<file path="src/rtl/irc_pkg.sv">
package irc_pkg;

  typedef enum logic [1:0] {
    ROUTE_BYPASS = 2'b00,
    ROUTE_XLATE  = 2'b01,
    ROUTE_FAULT  = 2'b10
  } route_e;

  // register select codes
  localparam logic [1:0] SEL_CTRL  = 2'd0;
  localparam logic [1:0] SEL_CAP   = 2'd1;
  localparam logic [1:0] SEL_START = 2'd2;
  localparam logic [1:0] SEL_END   = 2'd3;

  // control register bit positions
  localparam int CTL_FLAG  = 27;
  localparam int CTL_ABORT = 26;
  localparam int CTL_IRQ   = 25;
  localparam int CTL_EXC   = 24;
  localparam int CTL_GBYP  = 8;
  localparam int CTL_EN    = 0;

  // limit register bit positions
  localparam int LIM_EN    = 31;
  localparam int LIM_INV   = 30;

endpackage

</file>
<file path="src/rtl/irc_cfg_regs.sv">
module irc_cfg_regs
  import irc_pkg::*;
#(
  parameter int DATA_W = 32,
  parameter int CAP_W  = 8,
  parameter int WIN_W  = 14
) (
  input  logic              clk,
  input  logic              rst_n,
  input  logic              wr,
  input  logic [1:0]        sel,
  input  logic [DATA_W-1:0] wdata,
  output logic              en,
  output logic              gbyp,
  output logic              abort_en,
  output logic              irq_en,
  output logic              exc_en,
  output logic              cap_en,
  output logic [CAP_W-1:0]  cap_lim,
  output logic              st_en,
  output logic              st_inv,
  output logic [WIN_W-1:0]  st_lim,
  output logic              end_en,
  output logic [WIN_W-1:0]  end_lim
);

  logic wr_ctl, wr_cap, wr_st, wr_end;
  logic [4:0]       ctl_q, ctl_d;
  logic [CAP_W:0]   cap_q, cap_d;
  logic [WIN_W+1:0] st_q,  st_d;
  logic [WIN_W:0]   end_q, end_d;
  logic             unused_wdata;

  assign unused_wdata = ^wdata;

  // write decode and next-state values
  always_comb begin
    wr_ctl = wr && (sel == SEL_CTRL);
    wr_cap = wr && (sel == SEL_CAP);
    wr_st  = wr && (sel == SEL_START);
    wr_end = wr && (sel == SEL_END);
    ctl_d  = {wdata[CTL_ABORT], wdata[CTL_IRQ], wdata[CTL_EXC],
              wdata[CTL_GBYP], wdata[CTL_EN]};
    cap_d  = {wdata[LIM_EN], wdata[CAP_W-1:0]};
    st_d   = {wdata[LIM_EN], wdata[LIM_INV], wdata[WIN_W-1:0]};
    end_d  = {wdata[LIM_EN], wdata[WIN_W-1:0]};
  end

  always_ff @(posedge clk or negedge rst_n) begin
    if (!rst_n) begin
      ctl_q <= '0;
      cap_q <= '0;
      st_q  <= '0;
      end_q <= '0;
    end else begin
      if (wr_ctl) ctl_q <= ctl_d;
      if (wr_cap) cap_q <= cap_d;
      if (wr_st)  st_q  <= st_d;
      if (wr_end) end_q <= end_d;
    end
  end

  assign {abort_en, irq_en, exc_en, gbyp, en} = ctl_q;
  assign {cap_en, cap_lim}        = cap_q;
  assign {st_en, st_inv, st_lim}  = st_q;
  assign {end_en, end_lim}        = end_q;

endmodule

</file>
<file path="src/rtl/irc_route.sv">
module irc_route
  import irc_pkg::*;
#(
  parameter int CAP_W = 8,
  parameter int WIN_W = 14
) (
  input  logic [WIN_W-1:0] addr_hi,
  input  logic             fine,
  input  logic             en,
  input  logic             gbyp,
  input  logic             cap_en,
  input  logic [CAP_W-1:0] cap_lim,
  input  logic             st_en,
  input  logic             st_inv,
  input  logic [WIN_W-1:0] st_lim,
  input  logic             end_en,
  input  logic [WIN_W-1:0] end_lim,
  output route_e           route
);

  logic [CAP_W-1:0] coarse_idx;
  logic [WIN_W-1:0] unit;
  logic             over_cap, lo_ok, hi_ok, in_win, win_byp;

  always_comb begin
    coarse_idx = addr_hi[WIN_W-1 -: CAP_W];
    unit       = fine ? addr_hi : WIN_W'(coarse_idx);
    over_cap   = cap_en && (coarse_idx > cap_lim);
    // start is stored one below its boundary, end is the boundary itself
    lo_ok      = !st_en  || (unit > st_lim);
    hi_ok      = !end_en || (unit < end_lim);
    in_win     = lo_ok && hi_ok;
    win_byp    = (st_en || end_en) && (st_inv ? !in_win : in_win);

    if (!en || gbyp)  route = ROUTE_BYPASS;
    else if (over_cap) route = ROUTE_FAULT;
    else if (win_byp)  route = ROUTE_BYPASS;
    else               route = ROUTE_XLATE;
  end

endmodule

</file>
<file path="src/rtl/irc_fault.sv">
module irc_fault
  import irc_pkg::*;
(
  input  logic   clk,
  input  logic   rst_n,
  input  logic   req_valid,
  input  route_e route,
  input  logic   clr,
  input  logic   abort_en,
  input  logic   irq_en,
  input  logic   exc_en,
  output logic   flag,
  output logic   abort_o,
  output logic   irq_o,
  output logic   exc_o
);

  logic hit;
  logic flag_d, irq_d, exc_d, flag_ce;

  always_comb begin
    hit     = req_valid && (route == ROUTE_FAULT);
    flag_ce = hit || clr;
    flag_d  = hit;           // a new fault wins over a clearing write
    irq_d   = hit && irq_en;
    exc_d   = hit && exc_en;
    abort_o = hit && abort_en;
  end

  always_ff @(posedge clk or negedge rst_n) begin
    if (!rst_n) begin
      flag  <= 1'b0;
      irq_o <= 1'b0;
      exc_o <= 1'b0;
    end else begin
      if (flag_ce) flag <= flag_d;
      irq_o <= irq_d;
      exc_o <= exc_d;
    end
  end

endmodule

</file>
<file path="src/rtl/iommu_range_classifier.sv">
module iommu_range_classifier
  import irc_pkg::*;
#(
  parameter int ADDR_W       = 36,
  parameter int COARSE_SHIFT = 28,
  parameter int FINE_SHIFT   = 22,
  parameter int DATA_W       = 32
) (
  input  logic              clk,
  input  logic              rst_n,
  input  logic              cfg_fine_unit,
  input  logic              req_valid,
  input  logic [ADDR_W-1:0] req_addr,
  input  logic              reg_wr,
  input  logic [1:0]        reg_sel,
  input  logic [DATA_W-1:0] reg_wdata,
  output logic [DATA_W-1:0] reg_rdata,
  output logic [1:0]        route_o,
  output logic [ADDR_W-1:0] phys_o,
  output logic              abort_o,
  output logic              irq_o,
  output logic              exc_o
);

  localparam int CAP_W = ADDR_W - COARSE_SHIFT;
  localparam int WIN_W = ADDR_W - FINE_SHIFT;

  logic             ctl_en, gbyp, abort_en, irq_en, exc_en;
  logic             cap_en, st_en, st_inv, end_en;
  logic [CAP_W-1:0] cap_lim;
  logic [WIN_W-1:0] st_lim, end_lim;
  logic             cap_flag, flag_clr;
  route_e           route;

  irc_cfg_regs #(.DATA_W(DATA_W), .CAP_W(CAP_W), .WIN_W(WIN_W)) u_regs (
    .clk      (clk),
    .rst_n    (rst_n),
    .wr       (reg_wr),
    .sel      (reg_sel),
    .wdata    (reg_wdata),
    .en       (ctl_en),
    .gbyp     (gbyp),
    .abort_en (abort_en),
    .irq_en   (irq_en),
    .exc_en   (exc_en),
    .cap_en   (cap_en),
    .cap_lim  (cap_lim),
    .st_en    (st_en),
    .st_inv   (st_inv),
    .st_lim   (st_lim),
    .end_en   (end_en),
    .end_lim  (end_lim)
  );

  irc_route #(.CAP_W(CAP_W), .WIN_W(WIN_W)) u_route (
    .addr_hi (req_addr[ADDR_W-1:FINE_SHIFT]),
    .fine    (cfg_fine_unit),
    .en      (ctl_en),
    .gbyp    (gbyp),
    .cap_en  (cap_en),
    .cap_lim (cap_lim),
    .st_en   (st_en),
    .st_inv  (st_inv),
    .st_lim  (st_lim),
    .end_en  (end_en),
    .end_lim (end_lim),
    .route   (route)
  );

  assign flag_clr = reg_wr && (reg_sel == SEL_CTRL) && reg_wdata[CTL_FLAG];

  irc_fault u_fault (
    .clk       (clk),
    .rst_n     (rst_n),
    .req_valid (req_valid),
    .route     (route),
    .clr       (flag_clr),
    .abort_en  (abort_en),
    .irq_en    (irq_en),
    .exc_en    (exc_en),
    .flag      (cap_flag),
    .abort_o   (abort_o),
    .irq_o     (irq_o),
    .exc_o     (exc_o)
  );

  assign route_o = route;
  assign phys_o  = (route == ROUTE_BYPASS) ? req_addr : '0;

  always_comb begin
    reg_rdata = '0;
    case (reg_sel)
      SEL_CTRL: begin
        reg_rdata[CTL_FLAG]  = cap_flag;
        reg_rdata[CTL_ABORT] = abort_en;
        reg_rdata[CTL_IRQ]   = irq_en;
        reg_rdata[CTL_EXC]   = exc_en;
        reg_rdata[CTL_GBYP]  = gbyp;
        reg_rdata[CTL_EN]    = ctl_en;
      end
      SEL_CAP: begin
        reg_rdata[LIM_EN]      = cap_en;
        reg_rdata[CAP_W-1:0]   = cap_lim;
      end
      SEL_START: begin
        reg_rdata[LIM_EN]      = st_en;
        reg_rdata[LIM_INV]     = st_inv;
        reg_rdata[WIN_W-1:0]   = st_lim;
      end
      default: begin
        reg_rdata[LIM_EN]      = end_en;
        reg_rdata[WIN_W-1:0]   = end_lim;
      end
    endcase
  end

endmodule


</file>
<file path="config.mk">
export PLATFORM = sky130hd
export DESIGN_NAME = iommu_range_classifier
export DESIGN_NICKNAME = d
export VERILOG_FILES = /design/src/rtl/irc_pkg.sv /design/src/rtl/irc_cfg_regs.sv /design/src/rtl/irc_route.sv /design/src/rtl/irc_fault.sv /design/src/rtl/iommu_range_classifier.sv
export SDC_FILE = /design/constraint.sdc
export NUM_CORES = 1
export LEC_CHECK = 0
export BUFFER_PORTS_ARGS = -buffer_cell sky130_fd_sc_hd__buf_2
export CAP_MARGIN = 10
export CORE_MARGIN = 3
export CORE_UTILIZATION = 53
export DETAILED_ROUTE_END_ITERATION = 8
export PLACE_DENSITY = 0.94
export SLEW_MARGIN = 20
export SYNTH_ARGS = -nofsm -noshare
export SYNTH_HDL_FRONTEND = slang
export SYNTH_SLANG_ARGS = --single-unit
</file>
<file path="constraint.sdc">
create_clock -name clk -period 9.4 [get_ports clk]
set_clock_uncertainty 0.2 [all_clocks]
set_input_delay 0.94 -clock clk [delete_from_list [all_inputs] [get_ports clk]]
set_output_delay 0.94 -clock clk [all_outputs]
set_load 0.05 [all_outputs]
</file>
==> results of run 1 <==
==> worst max path at each step <==
| stage | startpoint | to | cells after the start |
|---|---|---|---|
| after global routing | cfg_fine_unit | phys_o[35] | 10 |
| final | cfg_fine_unit | phys_o[7] | 10 |
| after global placement | cfg_fine_unit | phys_o[7] | 10 |
| after detailed placement | cfg_fine_unit | phys_o[7] | 10 |
| after CTS | cfg_fine_unit | phys_o[7] | 10 |
| after floorplan | cfg_fine_unit | phys_o[0] | 11 |
==> through the flow <==
step                      utilization [%]  total power, W  cells  hold WS (ps)
after floorplan                         -        0.000647    378           258
after global placement               64.1        0.000728    568           279
after detailed placement             64.1        0.000747    568           277
after CTS                            65.7        0.000899    576           310
after global routing                 65.7        0.000948    576           331
final                                65.7        0.000895    576           311
==> routing by layer <==
layer	vias up	routed length, µm	part of all wire [%]	global-route usage (%)
li1	1519	-	-	-
met1	1565	3860	39	28.5
met2	143	5050	51	43.8
met3	21	828	8.3	5.14
met4	0	204	2.1	7.04
met5	-	0	0	0
==> kinds of logic (layout without fill, tap and decap cells) <==
logic type,count (synthesis),count (layout),synth area share [%]
and+or+nand+nor,104,104,21.3
buffers and inverters,66,168,8.88
muxes,61,61,18.0
AOI/OAI and AO/OA,54,54,9.85
DFF,48,48,31.2
adders and majority gates,33,33,10.7
other,1,12,0.0975
==> layout by cell type (no fill, tap or decap), types with 4 or more instances in the layout <==
master,count
nand3_1,6
nor3b_2,29
nand4_1,4
o21ai_0,14
and3_1,9
o211ai_1,5
ha_1,33
mux2_2,54
nor2b_1,9
nor3b_1,6
nand2_1,12
dfrtp_1,48
a21oi_1,9
clkbuf_8,5
buf_2,122
inv_1,36
conb_1,12
a22o_1,10
and2_1,10
mux2i_1,6
==> synthesized netlist by cell type, types with 2 or more instances <==
cell | number | share of area (%)
and4b_1 | 2 | 0.52
nor3b_1 | 6 | 1.2
a22o_1 | 10 | 2.3
nand3_1 | 6 | 0.78
clkbuf_1 | 10 | 0.98
inv_1 | 36 | 3.5
nor3b_2 | 29 | 9.4
nand4_1 | 4 | 0.65
o31a_1 | 2 | 0.46
nand2_1 | 12 | 1.2
nor2_1 | 3 | 0.29
buf_4 | 15 | 2.9
ha_1 | 33 | 11
nand2b_1 | 3 | 0.49
a211o_1 | 2 | 0.46
mux2i_1 | 6 | 1.6
a31oi_1 | 2 | 0.33
dfrtp_1 | 48 | 31
and3_1 | 10 | 1.6
nand3b_1 | 2 | 0.39
mux2_2 | 54 | 16
and2_1 | 10 | 1.6
o211ai_1 | 5 | 0.98
and4_1 | 3 | 0.68
a211oi_1 | 2 | 0.39
or2_2 | 2 | 0.33
a21oi_1 | 9 | 1.2
o21ai_0 | 14 | 1.8
nor2b_1 | 9 | 1.5
buf_6 | 5 | 1.5
==> power breakdown <==
group	leakage, nW	total (W)	internal [W]	switching [W]
combinational	1.73	0.000469	0.000152	0.000317
sequential	0.573	0.000276	0.000245	0.0000305
clock	0.0541	0.000150	0.0000788	0.0000713
total	2.35	0.000895	0.000476	0.000418
==> worst max-delay path: stages <==
cell	delay [ps]
buf_2	300
mux2_2	410
ha_1	320
nand4_1	140
a211oi_1	250
a2111oi_0	110
a211oi_1	560
and3_2	960
nor3b_2	130
buf_2	260
==> final cells by class <==
cell class	instances	area, µm²	share of cell area [%]
clock buffers	5	68.8	1.52
clock inverters	3	42.5	0.937
inverters	36	135	2.98
multi-input cells	264	2350	51.7
flip-flops and latches	48	1200	26.5
well taps	96	120	2.65
repair buffers	124	626	13.8
==> flip-flops by register name, summed over array words and instances, names as in the netlist <==
register	count
u_regs.st_q	16
u_regs.ctl_q	5
u_fault.irq_o	1
u_regs.end_q	15
u_regs.cap_q	9
u_fault.exc_o	1
u_fault.flag	1
==> summary.txt, run 1 <==
Pwr
  • Worst vdd ir: 0.000112 V
  • Power Density: 197 mW/mm²
  • Leakage: 2.35 nW

Detailed routing
  • Mean routed wirelength per cell: 17.3 µm
  • Residual DRC count: 0
  • Final ANT Viol Nets: 0
  • DRT Wirelength: 9950 µm
  • Vias: 3,248
  • DR pass1 iterations: 5
  • First DRT Iteration DRCs: 195
  • Via density per instance: 5.64

Global route
  • Total gr overflow: 0
  • Vias in the first global route: 3,357
  • Overall Global Routing Usage: 24.2%
  • First-pass GRT wire length: 16,200 µm
  • Initial antenna violation count: 0
  • Largest net degree at the start of global routing: 49

Placed design
  • Pre-CTS WS: 3920 ps
  • IO buf count: 123
  • Placed cell area: 0.00443 mm²
  • Dpl hpwl: 7800 µm
  • GP Congestion: 0.945

CTS
  • Buffer depth of the longest clock path: 2
  • CTS resizes: 0
  • # clock sinks: 48
  • Root buf cell: clkbuf_8
  • Clock Latency Late Sink: 310 ps
  • CTS tree: done
  • Clock buffer count from CTS: 5
  • CTS Hold Bufs: 0
  • CTS H-tree depth: 2
  • Clk pin slew, worst setup/hold paths: 100 ps
  • Setup Fix Bufs, Post-CTS: 0

Finish
  • Ant diodes: 0
  • Post-layout nets: 587
  • Synth-to-Final Area Change: 18.0%
  • Share of cells above drive strength 1: 46.0%
  • Fillcell total: 567
  • Finished Cell Area: 0.00454 mm²

Worst setup path
  • R2R setup slack: 7200 ps
  • Arrival time worst endpoint: 4390 ps
  • Setup CP Type: in -> out
  • Crit end category: output port
  • Reg2reg end: u_fault.flag$_DFFE_PN0P_
  • Critical Path RT: 8260 ps
  • Nature of the critical path startpoint: input port
  • CP max FO: 36
  • Reg2Reg Launch Point: u_regs.cap_q[7]$_DFFE_PN0P_
  • R2R depth: 7

STA
  • Hold Violations, Final: 0
  • Slew of the pin with the lowest slew margin: 985 ps
  • Fmax: 181 MHz
  • Final Max Slew Viols: 0
  • Final TNS setup: 0 ps
  • Final period util: 58.9%
  • Minimum clock period: 5530 ps
  • RSZ-0062 raised after global routing: no
  • Setup violation total in the final timing report: 0
  • Relative slew margins: 34.1%
  • Setup ws final: 3870 ps

Flow run
  • MaxCap Viol Count: 0

Synth
  • Asr flop ratio synth: 100%
  • Sequential-to-total area share from yosys stat: 31.2%
  • Synth Cell Area: 0.00385 mm²
  • Seq cells post-synth: 48
  • Post-synth EDFFs: 0
  • Synth Instances: 367
  • Post-synth cell types: 43
  • Synthesized area per cell: 10.5 µm²
  • Top FF cell, synth: dfrtp_1
  • Syn. warnings: 0

Die
  • Die W: 91.2 µm
  • Core ar.: 0.00691 mm²
  • Die area: 0.00832 mm²
  • I/O Pins: 148
  • Count of standard-cell rows: 30
  • Initial core utilization: 55.7%
  • Die Y: 91.2 µm

Worst hold path
  • Hold path startpoint: u_fault.flag$_DFFE_PN0P_
  • Hold path cells: 1
  • Hold Path Class: reg -> reg
  • Hold Crit Endpoint: u_fault.flag$_DFFE_PN0P_

Status
  • Outcome: finished, final reports clean
(Power assumes the default switching activity.)
==> run 2, diff against run 1 <==
- CORE_UTILIZATION: 53 -> 45
- PLACE_DENSITY: 0.94 -> 0.85
- clock period: 9.4 -> 4.75 ns (I/O delays scaled with it)
==> run 2 against run 1 <==
Effect of this change: the run now ends with negative hold slack left; combinational power rose by 100%; power increased by 100%; highest routed layer unchanged; register-to-register slack got worse by 4800 ps; core utilization fell by 10 points; worst setup slack got worse by 3500 ps; first-iteration DRC count is 9.2% higher; final area is 0.96% higher; via count down 0.40%; routed wire length increased by 2.8%; die area is 17% higher; sequential power rose by 98%; critical path type unchanged.
==> summary.txt, run 2 (synthesis gave the netlist of run 1 again) <==
Status
  • Outcome: finished, violations left (was finished, final reports clean)
  • Violated checks: negative hold slack

Worst setup path
  • Slowest stage delay, CP: 600 ps (was 960 ps)
  • Crit end category: output port (unchanged)
  • Critical Path RT: 4070 ps (was 8260 ps)
  • Nature of the critical path startpoint: input port (unchanged)
  • CP max FO: 28 (was 36)
  • Setup CP Type: in -> out (unchanged)
  • Worst-path cell chain: buf_2 > mux2_2 > ha_1 > nand4_1 > a211oi_1 > a2111oi_0 > a211oi_1 > and3_2 > buf_12 > nor3b_2 > buf_2 (was buf_2 > mux2_2 > ha_1 > nand4_1 > a211oi_1 > a2111oi_0 > a211oi_1 > and3_2 > nor3b_2 > buf_2)
  • Crit-path slowest cell: a211oi_1 (was and3_2)
  • Critical path origin: cfg_fine_unit (unchanged)
  • Reg2Reg Launch Point: u_regs.cap_q[7]$_DFFE_PN0P_ (unchanged)
  • Arrival time worst endpoint: 3680 ps (was 4390 ps)

Finish
  • Most common cell after layout, fill and taps aside: buf_2 (unchanged)
  • Largest reg by FF count: u_regs.st_q (unchanged)
  • Area of the multi-input gates: 0.00235 mm² (unchanged)
  • Fillcell total: 730 (was 567)
  • Share of cells above drive strength 1: 46.2% (was 46.0%)
  • Final Core Density: 55.5% (was 65.7%)
  • Commonest cells after routing, fill and taps aside: 122 x buf_2, 54 x mux2_2, 48 x dfrtp_1 (unchanged)
  • Max reg flops: 16 (unchanged)
  • Post-layout nets: 588 (was 587)
  • Register area: 0.00120 mm² (unchanged)
  • Largest registers: u_regs.st_q (16), u_regs.end_q (15), u_regs.cap_q (9) (unchanged)
  • Ant diodes: 0 (unchanged)
  • Synth-to-Final Area Change: 19.2% (was 18.0%)

STA
  • Final hold slack: -28.8 ps (was 311 ps)
  • Minimum clock period: 4350 ps
  • Final period util: 91.7%
  • Fmax: 230 MHz
  • Final Max Slew Viols: 0 (unchanged)
  • Slew of the pin with the lowest slew margin: 933 ps (was 985 ps)
  • Relative slew margins: 37.6% (was 34.1%)
  • RSZ-0062 raised after global routing: no (unchanged)
  • Hold Violations, Final: 48 (was 0)
  • Final TNS setup: 0 ps (unchanged)
  • Setup violation total in the final timing report: 0 (unchanged)

Flow run
  • MaxCap Viol Count: 0 (unchanged)

Placed design
  • GP Congestion: 0.960 (was 0.945)
  • IO buf count: 123 (unchanged)
  • Dpl hpwl: 8140 µm (was 7800 µm)

CTS
  • CTS resizes: 0 (unchanged)
  • CTS tree: done (unchanged)
  • Clk pin slew, worst setup/hold paths: 90 ps (was 100 ps)
  • Clock buffer count from CTS: 5 (unchanged)
  • Setup Fix Bufs, Post-CTS: 0 (unchanged)
  • CTS H-tree depth: 2 (unchanged)
  • # clock sinks: 48 (unchanged)
  • CTS Hold Bufs: 0 (unchanged)
  • Clock Latency Late Sink: 310 ps (about the same)
  • Root buf cell: clkbuf_8 (unchanged)
  • Buffer depth of the longest clock path: 2 (unchanged)

Pwr
  • Worst vdd ir: 0.000186 V (was 0.000112 V)
  • Internal power: 0.000952 W (was 0.000476 W)
  • Leakage: 2.37 nW (was 2.35 nW)
  • Net Sw Frac: 46.8% (about the same)
  • Clock power frac: 16.9% (was 16.8%)
  • Register share of total power: 30.5% (was 30.8%)
  • P_sw: 0.000837 W (was 0.000418 W)
  • Comb power frac: 52.6% (was 52.4%)
  • Power Density: 390 mW/mm² (was 197 mW/mm²)

Detailed routing
  • Residual DRC count: 0 (unchanged)
  • DR pass1 iterations: 4 (was 5)
  • Mean routed wirelength per cell: 17.5 µm (was 17.3 µm)
  • Vias: 3,235 (was 3,248)
  • First DRT Iteration DRCs: 213 (was 195)
  • Final ANT Viol Nets: 0 (unchanged)
  • DRT Wirelength: 10,200 µm (was 9950 µm)
  • Via density per instance: 5.52 (was 5.64)

Global route
  • Global Route met2 Usage: 39.4% (was 43.8%)
  • Grt met3 use: 3.26% (was 5.14%)
  • Gr busiest metal: met2 (unchanged)
  • Overall Global Routing Usage: 21.3% (was 24.2%)
  • Initial antenna violation count: 0 (unchanged)
  • First-pass GRT wire length: 16,700 µm (was 16,200 µm)
  • Total gr overflow: 0 (unchanged)
  • Largest net degree at the start of global routing: 49 (unchanged)
  • Vias in the first global route: 3,387 (was 3,357)
  • Met1 track utilization from global routing: 25.6% (was 28.5%)

Die
  • Die Y: 98.5 µm (was 91.2 µm)
  • Count of standard-cell rows: 33 (was 30)
  • Die W: 98.5 µm (was 91.2 µm)
  • Core ar.: 0.00826 mm² (was 0.00691 mm²)
  • Initial core utilization: 46.6% (was 55.7%)
  • Die area: 0.00970 mm² (was 0.00832 mm²)
  • I/O Pins: 148 (unchanged)

Worst hold path
  • Hold Path Class: in -> async (was reg -> reg)
[run 2: cell count changes in the layout (fill, tap and decap cells not counted)]
cell    before  now
buf_4        2    1
buf_12       0    2
[run 2: critical path: cells and delay by family]
family / cells / cell delay, ps
simple gates: 3 / 780
compound gates: 3 / 920
mux: 1 / 410
buf+inv: 3 / 750
fa+ha+maj: 1 / 340
[run 2: metrics by stage]
step / worst slack (ps) / total power, W / instance area [µm²] / hold slack, ps / std cells
finish: 395 / 0.00179 / 4580 / -28.8 / 586
global route: 239 / 0.00190 / 4580 / 15.1 / 586
CTS: 427 / 0.00180 / 4580 / 187 / 586
detailed placement: 464 / 0.00149 / 4470 / 282 / 578
global placement: 521 / 0.00145 / 4470 / 278 / 578
floorplan: 168 / 0.00128 / 3890 / -20.6 / 378
[run 2: area by class of cell]
type                       instances  area share, %
tap                              105           2.87
multi-input combinational        264           51.2
timing repair buffer             125           14.4
clock buffer                       5           1.50
clock inverter                     3          0.928
sequential                        48           26.2
inverter                          36           2.95
[run 2: worst paths after layout]
check / end / slack [ps] / cells after the start
max in group asynchronous: u_regs.cap_q[7]$_DFFE_PN0P_ / 3960 / 1
max: phys_o[9] / 400 / 11
min reg2reg: u_fault.flag$_DFFE_PN0P_ / 290 / 1
min: u_regs.end_q[0]$_DFFE_PN0P_ / -30 / 1
min in group clk: u_regs.ctl_q[2]$_DFFE_PN0P_ / 190 / 2
max reg2reg: u_fault.flag$_DFFE_PN0P_ / 2420 / 7
[run 2: per-layer routing]
| layer | routed length [µm] | vias up | share of wire (%) |
|---|---|---|---|
| met3 | 673 | 15 | 6.6 |
| met2 | 5190 | 149 | 51 |
| li1 | - | 1516 | - |
| met5 | 0 | - | 0 |
| met1 | 4180 | 1555 | 41 |
| met4 | 183 | 0 | 1.8 |
[run 2: power groups by stage]
stage / Clock [W] / Combinational, W / Sequential [W]
after CTS: 0.000308 / 0.000944 / 0.000545
after detailed placement: 0 / 0.000936 / 0.000553
after global routing: 0.000325 / 0.00101 / 0.000558
final: 0.000302 / 0.000942 / 0.000546
after floorplan: 0 / 0.000745 / 0.000534
after global placement: 0 / 0.000906 / 0.000546
